$ cat src/rtl/banked_mapper_regs.sv
`timescale 1ns/1ps
module banked_mapper_regs #(
  parameter int PRG_BANKS = 24,
  parameter int CHR_BANKS = 200,
  localparam int PRG_W = $clog2(PRG_BANKS),
  localparam int CHR_W = $clog2(CHR_BANKS)
) (
  input  logic             clk,
  input  logic             rst_n,
  input  logic             wr_en,
  input  logic [15:0]      wr_addr,
  input  logic [7:0]       wr_data,
  input  logic [1:0]       prg_page,
  input  logic [2:0]       chr_page,
  output logic [PRG_W-1:0] prg_bank,
  output logic [CHR_W-1:0] chr_bank,
  output logic             mirror_sel,
  output logic             irq_en,
  output logic [7:0]       irq_count,
  output logic [7:0]       irq_latch
);
  localparam logic [PRG_W-1:0] LAST_PRG = PRG_W'(PRG_BANKS - 1);

  logic [1:0] mode_q;
  logic [2:0] idx_q;
  logic [5:0] prg_q [3];
  logic [7:0] chr_q [8];
  logic [7:0] outer_q [4];
  logic [1:0] outer_idx;

  wire [15:0] reg_key  = wr_addr & 16'hE001;
  wire        reg_wr   = wr_en & wr_addr[15];
  wire        outer_wr = wr_en && (wr_addr == 16'h6000);

  always_ff @(posedge clk) begin
    if (!rst_n) begin
      mode_q     <= '0;
      idx_q      <= '0;
      mirror_sel <= 1'b0;
      irq_en     <= 1'b0;
      irq_count  <= '0;
      irq_latch  <= '0;
      outer_idx  <= '0;
      for (int i = 0; i < 3; i++) prg_q[i] <= '0;
      for (int i = 0; i < 8; i++) chr_q[i] <= '0;
      for (int i = 0; i < 4; i++) outer_q[i] <= '0;
    end else begin
      if (outer_wr) begin
        outer_q[outer_idx] <= wr_data;
        outer_idx          <= outer_idx + 2'd1;
      end
      if (reg_wr) begin
        case (reg_key)
          16'h8000: begin
            if (wr_data[6] != mode_q[0]) begin
              prg_q[0] <= prg_q[2];
              prg_q[2] <= prg_q[0];
            end
            if (wr_data[7] != mode_q[1]) begin
              for (int i = 0; i < 4; i++) begin
                chr_q[i]     <= chr_q[i + 4];
                chr_q[i + 4] <= chr_q[i];
              end
            end
            mode_q <= wr_data[7:6];
            idx_q  <= wr_data[2:0];
          end
          16'h8001: begin
            case (idx_q)
              3'd0, 3'd1: begin
                chr_q[{1'b0, idx_q[0], 1'b0}] <= {wr_data[7:1], 1'b0};
                chr_q[{1'b0, idx_q[0], 1'b1}] <= {wr_data[7:1], 1'b1};
              end
              3'd6: begin
                if (mode_q[0]) prg_q[2] <= wr_data[5:0];
                else           prg_q[0] <= wr_data[5:0];
              end
              3'd7:    prg_q[1] <= wr_data[5:0];
              default: chr_q[idx_q + 3'd2] <= wr_data;
            endcase
          end
          16'hA000: mirror_sel <= wr_data[0];
          16'hC000: irq_count  <= wr_data;
          16'hC001: irq_latch  <= wr_data;
          16'hE000: irq_en     <= 1'b0;
          16'hE001: irq_en     <= 1'b1;
          default: ;
        endcase
      end
    end
  end

  logic [5:0] prg_raw;
  always_comb begin
    case (prg_page)
      2'd0:    prg_raw = prg_q[0];
      2'd1:    prg_raw = prg_q[1];
      default: prg_raw = prg_q[2];
    endcase
  end

  wire [7:0] prg_mix = ({2'b00, prg_raw} & ~outer_q[3]) | outer_q[0];
  wire [7:0] chr_mix = (chr_q[chr_page] & ~outer_q[2]) | outer_q[1];

  assign prg_bank = (prg_page == 2'd3) ? LAST_PRG
                                       : PRG_W'(32'(prg_mix) % PRG_BANKS);
  assign chr_bank = CHR_W'(32'(chr_mix) % CHR_BANKS);
endmodule

$ cat config.mk
export PLATFORM = sky130hd
export DESIGN_NAME = banked_mapper_regs
export DESIGN_NICKNAME = d
export VERILOG_FILES = /design/src/rtl/banked_mapper_regs.sv
export SDC_FILE = /design/constraint.sdc
export NUM_CORES = 1
export LEC_CHECK = 0
export ABC_AREA = 0
export CAP_MARGIN = 20
export CORE_ASPECT_RATIO = 1.25
export CORE_MARGIN = 10
export CORE_UTILIZATION = 55
export DETAILED_ROUTE_END_ITERATION = 8
export GPL_ROUTABILITY_DRIVEN = 0
export MAX_ROUTING_LAYER = met4
export PLACE_DENSITY = 0.77
export SLEW_MARGIN = 20
export SYNTH_ARGS = -nofsm -noshare
export SYNTH_HDL_FRONTEND = slang
export SYNTH_SLANG_ARGS = --single-unit
$ cat constraint.sdc
create_clock -name clk -period 3.4 [get_ports clk]
set_input_delay 0.68 -clock clk [delete_from_list [all_inputs] [get_ports clk]]
set_output_delay 0.68 -clock clk [all_outputs]
set_load 0.005 [all_outputs]
==> summary.md, run 1 <==
| Metric | Value |
|---|---|
| Slew HR | 0.271 |
| Die Ht | 146 um |
| Design Area, Final | 8630 sq um |
| Cell count after synthesis | 547 |
| Worst clock skew | 0.0106 ns |
| Diode count | 0 |
| Worst Tran Pin Value | 1.08 ns |
| Initial antenna violation count | 0 |
| Worst path required time | 2.72 ns |
| Yosys top cell by area | edfxtp_1 |
| Area delta synth->final | 23.0% |
| First-pass GRT wire length | 28,500 um |
| Leak | 3.33 nW |
| Clock sink total | 137 |
| Top-area cell type share of the netlist area | 0.480 |
| Average wire per standard cell | 22.6 um |
| Routed WL | 18,200 um |
| DR pass1 iterations | 5 |
| Hold WS | 0.517 ns |
| Cell Pwr Density | 475 nW/um^2 |
| Clock transition at path regs | 0.07 ns |
| Most frequent cell after synthesis | edfxtp_1 |
| Setup TNS | 0 ns |
| # IOs | 63 |
| Post-synthesis register bit count | 137 |
| Final worst path period share | 0.991 |
| Synth async-reset ratio | 0 |
| Crit-path max FO | 5 |
| Yosys cell types | 66 |
| Synth Flop Type | edfxtp_1 |
| Reg area | 3860 sq um |
| Fillers | 871 |
| Sequential power share | 0.467 |
| Post-route ant nets | 0 |
| Largest net degree at the start of global routing | 26 |
| Area of the multi-input gates | 2930 sq um |
| P_int | 3.08 mW |
| Hold Path Class | register to register |
| Sequential share of the synthesized area | 0.551 |
| Total grt overflow | 0 |
| Clock Latency Late Sink | 0.42 ns |
| Placed instance area | 7970 sq um |
| Peak supply drop | 0.000331 V |
| CTS Buffer Depth | 2 |
| Root Driver | clkbuf_16 |
| Top cells by area, synth | edfxtp_1 48%, a22o_1 8.2%, dfxtp_1 7.1% |
| CTS Buf Count | 17 |
| Max Freq | 297 MHz |
| Psw | 1.02 mW |
| Worst hold path startpoint | irq_latch[2] |
| Synthesized net count | 584 |
| Layout cells sized above 1 | 0.176 |
| Die X | 121 um |
| Overall Power | 4.10 mW |
| Num rows | 46 |
| Htree depth | 4 |
| Reg2reg path depth | 3 |
| Residual DRC | 0 |
| Combinational power share | 0.087 |
| Initial core utilization | 0.556 |
| Via Count | 5,046 |
| Top cells by count, synth | 112 x edfxtp_1, 66 x a22o_1, 34 x nor2b_1 |
| Hpwl dp | 12,900 um |
| Yosys warns | 0 |
| Post-CTS setup buffers | 0 |
| Arrival @ worst endpoint | 2.69 ns |
| Status | finished, final reports clean |
| Min Tclk post-route | 3.37 ns |
| Slew Viols, Final | 0 |
| Syn_area_per_cell | 12.8 sq um |
| Number of buffers added on ports | 62 |
| Sw frac | 0.248 |
| Final nets | 662 |
| Hold endpoint | irq_latch[2] |
| Synthesized area | 7010 sq um |
| DIE AREA | 17,700 sq um |
| R2r setup slk | 1.12 ns |
| CTS tree | done |
| Critical path class | input port to output port |
| Core area | 12,600 sq um |
| Reg2reg end | chr_q[4][0] |
| Final hold vios | 0 |
| Reg2Reg Launch Point | mode_q[1] |
| GRT Total Usage | 0.213 |
| Crit path capture type | output port |
| Clock power share | 0.446 |
| Max_cap viols | 0 |
| Hold Crit Depth | 2 |
| Vias in the first global route | 5,091 |
| Via-to-Cell Ratio | 6.26 |
| Final Util | 0.684 |
| 1st-iter DRT viols | 464 |
| Critical Path Source Type | input port |
| Post-CTS Hold Fix Bufs | 0 |
| Post-synth EDFFs | 112 |
| Final setup fails | 0 |
[metrics by stage]
step	std cells	worst slack, ns
after floorplan	547	0.608
after global placement	773	-0.421
after detailed placement	773	-0.493
after CTS	806	0.0486
after global routing	806	-0.00911
final	806	0.0320
[worst max-delay path, cell delays in order]
cell             delay, ns
clkdlybuf4s15_2       0.22
bufbuf_16             0.27
mux4_2                0.51
mux2i_1               0.17
o21bai_1              0.11
buf_4                 0.15
nand2b_1              0.16
a21boi_1              0.16
dlygate4sd2_1         0.25
[how the worst max path moves through the flow]
stage | from | endpoint | slack (ns) | cells after the start
3_3_place_gp | chr_page[0] | chr_bank[5] | -0.42 | 9
6_report | chr_page[0] | chr_bank[6] | 0.03 | 9
2_1_floorplan | chr_page[0] | chr_bank[6] | 0.61 | 6
4_1_cts | chr_page[0] | chr_bank[2] | 0.05 | 7
5_1_grt | chr_page[1] | chr_bank[1] | -0.009 | 7
3_5_place_dp | chr_page[0] | chr_bank[5] | -0.49 | 9
[sequential cells by signal, summed over array words and instances, names as in the netlist]
signal	flops
mode_q	2
outer_q	30
irq_count	8
irq_en	1
mirror_sel	1
outer_idx	2
idx_q	3
irq_latch	8
prg_q	18
chr_q	64
[repair_timing]
| item | in CTS | in global routing |
|---|---|---|
| setup endpoints to repair | 10 | 5 |
| pin swaps | 1 | 0 |
| gates resized for setup | 18 | 7 |
| gates cloned | 1 | 0 |
[power by group through the flow]
stage                     Combinational [mW]  Clock, mW  Sequential, mW
after global routing                   0.378       1.90            1.92
after CTS                              0.348       1.82            1.91
after floorplan                        0.192          0            1.92
after detailed placement               0.345          0            1.95
after global placement                 0.333          0            1.94
final                                  0.354       1.83            1.92
[cell usage in the layout (no fill, tap or decap), types with 5 or more instances in the layout]
master / count
and3_1: 11
dfxtp_1: 25
nor2b_1: 34
dlygate4sd2_1: 7
nand3_1: 13
and2_1: 28
mux2i_1: 30
clkbuf_16: 17
mux4_2: 12
edfxtp_1: 112
ha_1: 5
a21oi_1: 11
inv_1: 13
o21bai_1: 6
nand2_1: 27
a22o_1: 66
clkdlybuf4s50_1: 51
nand2b_1: 13
o21ai_0: 9
nand3b_1: 5
buf_4: 35
nor2_1: 9
[final cells by class]
type	instances	area share
clock buffer	17	0.0493
clock inverter	15	0.0189
inverter	13	0.00566
multi-input combinational	353	0.340
sequential	137	0.448
tap	168	0.0244
timing repair buffer	103	0.114
[kinds of logic (layout without fill, tap and decap cells)]
logic type	count (synthesis)	count (layout)	synth area share
buf+inv	57	148	0.0366
mux	50	50	0.102
flops	137	137	0.551
compound gates	122	122	0.142
fa+ha+maj	5	5	0.00892
simple gates	172	172	0.155
xor+xnor	4	4	0.00500
[per-layer routing]
metal	GRT usage	vias up	wire length [um]
met4	0.0828	0	401
met2	0.357	285	9610
met1	0.244	2482	6800
met5	-	-	0
li1	-	2251	-
met3	0.0440	28	1440
No activity file was read; power rests on OpenSTA's default activity.
==> inputs of run 2 (changes only) <==
- ABC_AREA: 0 -> 1
==> summary.md, run 2 <==
| Metric | Value |
|---|---|
| Status | finished, final reports clean |
| Initial core utilization | 0.559 |
| Via Count | 6,030 |
| Yosys cell types | 46 |
| Crit-path max FO | 7 |
| Die Ht | 147 um |
| # IOs | 63 |
| Crit path capture type | output port |
| Hold WS | 0.495 ns |
| Arrival @ worst endpoint | 2.45 ns |
| Core area | 12,700 sq um |
| Crit-path max cell delay | 0.52 ns |
| Most frequent cells in the layout | 117 x nand2_1, 112 x edfxtp_1, 96 x inv_1 |
| Slew Viols, Final | 0 |
| Hpwl dp | 12,800 um |
| Via-to-Cell Ratio | 5.92 |
| First-pass GRT wire length | 30,300 um |
| Top-area cell type share of the netlist area | 0.475 |
| Final nets | 875 |
| Reg2reg path depth | 6 |
| Synthesized net count | 801 |
| Hold endpoint | mode_q[0] |
| Synth async-reset ratio | 0 |
| Critical path class | input port to output port |
| DIE AREA | 17,800 sq um |
| Leak | 3.56 nW |
| Reg2reg end | chr_q[2][5] |
| Worst path required time | 2.72 ns |
| Number of buffers added on ports | 62 |
| Yosys top cell by area | edfxtp_1 |
| Layout cells sized above 1 | 0.169 |
| Top reg by flops | chr_q |
| Worst clock skew | 0.00448 ns |
| R2r setup slk | 1.05 ns |
| Setup TNS | 0 ns |
| Post-synth EDFFs | 112 |
| Top Registers | chr_q (64), outer_q (30), prg_q (18) |
| Worst hold path startpoint | mode_q[0] |
| Final Util | 0.684 |
| Htree depth | 4 |
| Design Area, Final | 8660 sq um |
| Top cells by count, synth | 121 x nand2_1, 112 x edfxtp_1, 96 x inv_1 |
| RSZ-0062 raised after global routing | false |
| DR pass1 iterations | 6 |
| Cell mode on critical path | nand2_1 |
| Reg2Reg Launch Point | idx_q[1] |
| Critical path, cell by cell | clkdlybuf4s50_1 > buf_6 > nand3_1 > nand2_2 > o21ai_2 > nor2_2 > nand2_1 > nand3_2 > inv_2 > nand2_1 > nand2_1 > dlygate4sd2_1 |
| Yosys warns | 0 |
| Die X | 121 um |
| CTS Buf Count | 17 |
| CTS Buffer Depth | 2 |
| Max_cap viols | 0 |
| Final setup fails | 0 |
| Post-route ant nets | 0 |
| Syn_area_per_cell | 9.27 sq um |
| Commonest non-fill, non-tap cell in the layout | nand2_1 |
| CTS tree | done |
| Initial antenna violation count | 0 |
| Post-CTS Hold Fix Bufs | 0 |
| Cell Pwr Density | 495 nW/um^2 |
| Worst Tran Pin Value | 0.827 ns |
| Overall Power | 4.29 mW |
| Clock transition at path regs | 0.06 ns |
| Placed instance area | 7900 sq um |
| Sequential share of the synthesized area | 0.546 |
| WP buf/inv | 4 |
| Post-synthesis register bit count | 137 |
| Diode count | 0 |
| Root Driver | clkbuf_16 |
| Slew HR | 0.448 |
| Synth Flop Type | edfxtp_1 |
| Final hold vios | 0 |
| Hold Crit Depth | 2 |
| Total grt overflow | 0 |
| Delay-heaviest family, CP | buffers and inverters |
| Cell count after synthesis | 764 |
| Largest net degree at the start of global routing | 47 |
| Max FFs per register | 64 |
| Vias in the first global route | 5,980 |
| Clock sink total | 137 |
| Area delta synth->final | 22.3% |
| Clock Latency Late Sink | 0.42 ns |
| Num rows | 46 |
| Top cells by area, synth | edfxtp_1 47%, dfxtp_1 7.1%, nand2_1 6.4% |
| Most frequent cell after synthesis | nand2_1 |
| Residual DRC | 0 |
| Synthesized area | 7080 sq um |
| Min Tclk post-route | 3.13 ns |
| Critical Path Source Type | input port |
| 1st-iter DRT viols | 621 |
| Routed WL | 19,200 um |
| Final worst path period share | 0.922 |
| Hold Path Class | register to register |
| Average wire per standard cell | 18.9 um |
| CP max-delay cell | clkdlybuf4s50_1 |
| GRT Total Usage | 0.219 |
| Peak supply drop | 0.000314 V |
| Max Freq | 319 MHz |
-- run 2: what timing repair did --
| item | 4_1_cts | 5_1_grt |
|---|---|---|
| setup endpoints to repair | 7 | 6 |
| gates cloned | 1 | 0 |
| pin swaps | 2 | 6 |
| setup buffers | 2 | 3 |
| gates resized for setup | 7 | 18 |
-- run 2: logic make-up after synthesis --
family	synth area share
flip-flops	0.546
AND/OR/NAND/NOR	0.188
buffers and inverters	0.0942
adder cells (fa/ha/maj)	0.00883
XOR/XNOR	0.00247
AO/OA/AOI/OAI	0.161
-- run 2: report_power, final --
group	internal [mW]	switching, mW
registers	1.87	0.0273
logic	0.161	0.242
clock network	1.25	0.735
-- run 2: worst max path at each step --
stage	start	to	cells after the start
after detailed placement	prg_page[1]	prg_bank[3]	14
after CTS	chr_page[1]	chr_bank[3]	12
after floorplan	wr_addr[0]	outer_q[0][0]	6
after global placement	prg_page[1]	prg_bank[3]	14
after global routing	chr_page[2]	chr_bank[4]	12
final	chr_page[2]	chr_bank[4]	12
-- run 2: final cells by class --
cell class / instances / area, sq um
fill: 951 / 4000
sequential: 137 / 3860
multi-input combinational: 473 / 2580
timing repair buffer: 96 / 927
clock buffer: 23 / 564
inverter: 113 / 427
tap: 168 / 210
clock inverter: 9 / 91.3
-- run 2: worst reg2reg max path, cell delays in order (launching register included) --
cell,delay (ns)
dfxtp_1,0.40
inv_1,0.11
ha_1,0.31
nand2_1,0.17
nor2_2,0.10
a21boi_1,0.50
nand2_1,0.42
-- run 2: metrics by stage --
step	setup slack, ns	instances
after global placement	-0.134	981
after global routing	0.182	1019
after detailed placement	-0.189	981
after CTS	0.0236	1016
final	0.266	1019
after floorplan	0.881	764
-- run 2: per-layer routing --
layer / vias up / track usage / wire [um]
li1: 2795 / - / -
met1: 2884 / 0.252 / 7430
met2: 311 / 0.365 / 9830
met3: 40 / 0.0403 / 1350
met4: 0 / 0.0962 / 615
met5: - / - / 0
==> inputs of run 3 (changes only) <==
- CORE_MARGIN: 10 -> 1.5
- CORE_UTILIZATION: 55 -> 58
- PLACE_DENSITY: 0.77 -> 0.8
==> summary.md, run 3 (synthesis results as in run 2) <==
| Metric | Value |
|---|---|
| Leak | 3.55 nW |
| Fillers | 826 |
| Clock power share | 0.469 |
| Final setup fails | 0 |
| Total grt overflow | 0 |
| Psw | 0.981 mW |
| Clock sink total | 137 |
| DR pass1 iterations | 6 |
| Diode count | 0 |
| Placement Setup Slack | -0.213 ns |
| Max FFs per register | 64 |
| Placed instance area | 7900 sq um |
| Worst Tran Pin Value | 0.834 ns |
| # IOs | 63 |
| Final nets | 877 |
| Arrival @ worst endpoint | 2.64 ns |
| Max_cap viols | 0 |
| Most frequent cells in the layout | 116 x nand2_1, 112 x edfxtp_1, 96 x inv_1 |
| Top reg by flops | chr_q |
| DIE AREA | 12,900 sq um |
| Final Worst Setup Slack | 0.0825 ns |
| Slew HR | 0.443 |
| Hold Path Class | register to register |
| Initial antenna violation count | 0 |
| Worst clock skew | 0.00647 ns |
| Final worst path period share | 0.976 |
| Commonest non-fill, non-tap cell in the layout | nand2_1 |
| Critical Path Source Type | input port |
| Crit path capture type | output port |
| Sw frac | 0.225 |
| Layout cells sized above 1 | 0.170 |
| Root Driver | clkbuf_16 |
| Top Registers | chr_q (64), outer_q (30), prg_q (18) |
| Die Ht | 127 um |
| Status | finished, final reports clean |
| Critical path class | input port to output port |
| Design Area, Final | 8750 sq um |
| Via-to-Cell Ratio | 6.13 |
| Hpwl dp | 12,600 um |
| GRT Total Usage | 0.319 |
| Max Freq | 301 MHz |
| Via Count | 6,215 |
| Largest net degree at the start of global routing | 36 |
| Number of buffers added on ports | 62 |
| CTS Buffer Depth | 2 |
| Area delta synth->final | 23.6% |
| Htree depth | 4 |
| Cell Pwr Density | 499 nW/um^2 |
| Average wire per standard cell | 19.2 um |
| CTS Buf Count | 17 |
| Die X | 102 um |
| P_int | 3.39 mW |
| Peak supply drop | 0.000337 V |
| Core area | 11,800 sq um |
| Post-route ant nets | 0 |
| Num rows | 44 |
| Min Tclk post-route | 3.32 ns |
| Worst path required time | 2.72 ns |
| Slew Viols, Final | 0 |
| Vias in the first global route | 6,058 |
| Combinational power share | 0.097 |
| Clock transition at path regs | 0.06 ns |
| Crit-path max FO | 12 |
| Clock Latency Late Sink | 0.42 ns |
| 1st-iter DRT viols | 688 |
| First-pass GRT wire length | 30,300 um |
| Routed WL | 19,400 um |
| Post-CTS Hold Fix Bufs | 0 |
| Final hold vios | 0 |
| Sequential power share | 0.435 |
| CTS tree | done |
| Residual DRC | 0 |
| Initial core utilization | 0.601 |
==> run 3: cell count changes in the layout (fill, tap and decap cells not counted), moves of 3 or more <==
| cell | before | now |
|---|---|---|
| bufinv_16 | 1 | 5 |
| dlymetal6s2s_1 | 6 | 3 |
| clkbuf_16 | 22 | 19 |
| clkdlybuf4s50_1 | 51 | 54 |
| clkbuf_1 | 0 | 3 |
==> run 3: final timing paths <==
kind                     from           to  slack (ns)  cells after the start
setup / recovery  chr_page[0]  chr_bank[6]        0.08                     12
setup reg to reg     idx_q[1]  chr_q[2][4]        1.04                      6
hold reg to reg     mode_q[0]    mode_q[0]        0.48                      2
hold / removal      mode_q[0]    mode_q[0]        0.48                      2
==> run 3: area by class of cell <==
class	count	area, sq um	area share
flip-flops and latches	137	3860	0.442
multi-input cells	473	2610	0.299
clock inverters	10	191	0.0219
clock buffers	22	464	0.0531
repair buffers	98	988	0.113
inverters	113	427	0.0488
well taps	161	201	0.0230
==> run 3: power by group through the flow <==
stage          sequential (mW)  clock [mW]  combinational (mW)
6_report                  1.90        2.05               0.422
5_1_grt                   1.90        2.10               0.454
4_1_cts                   1.90        2.03               0.396
3_5_place_dp              1.93           0               0.380
3_3_place_gp              1.93           0               0.368
2_1_floorplan             1.92           0               0.210
==> run 3: repair_timing <==
item / in CTS / in global routing
setup buffers: 1 / 5
gates resized for setup: 13 / 16
pin swaps: 2 / 7
endpoints found under the setup margin: 7 / 6
gates cloned: 1 / 2
==> run 3: through the flow <==
step	TNS (ns)	cells	hold WS [ns]	power, mW	utilization
detailed placement	-0.993	973	0.474	2.31	0.670
global route	-0.0484	1014	0.521	4.46	0.743
global placement	-0.286	973	0.474	2.30	0.670
floorplan	0	764	0.457	2.13	-
finish	0	1014	0.483	4.37	0.743
CTS	0	1007	0.484	4.33	0.732
==> run 3: layer usage <==
| metal | up-vias | wire, um | GRT usage |
|---|---|---|---|
| met4 | 0 | 876 | 0.160 |
| met2 | 426 | 9720 | 0.516 |
| li1 | 2800 | - | - |
| met1 | 2907 | 7080 | 0.377 |
| met5 | - | 0 | - |
| met3 | 82 | 1750 | 0.0650 |
==> run 3: critical path: stages <==
cell and delay (ns):
buf_4 0.18, buf_12 0.16, o211ai_1 0.22, nand3_1 0.17, nand2_2 0.15, o21bai_4 0.07, nor2_2 0.12, nand2_2 0.10
nand3_4 0.09, inv_2 0.06, a21oi_1 0.11, clkdlybuf4s50_1 0.52
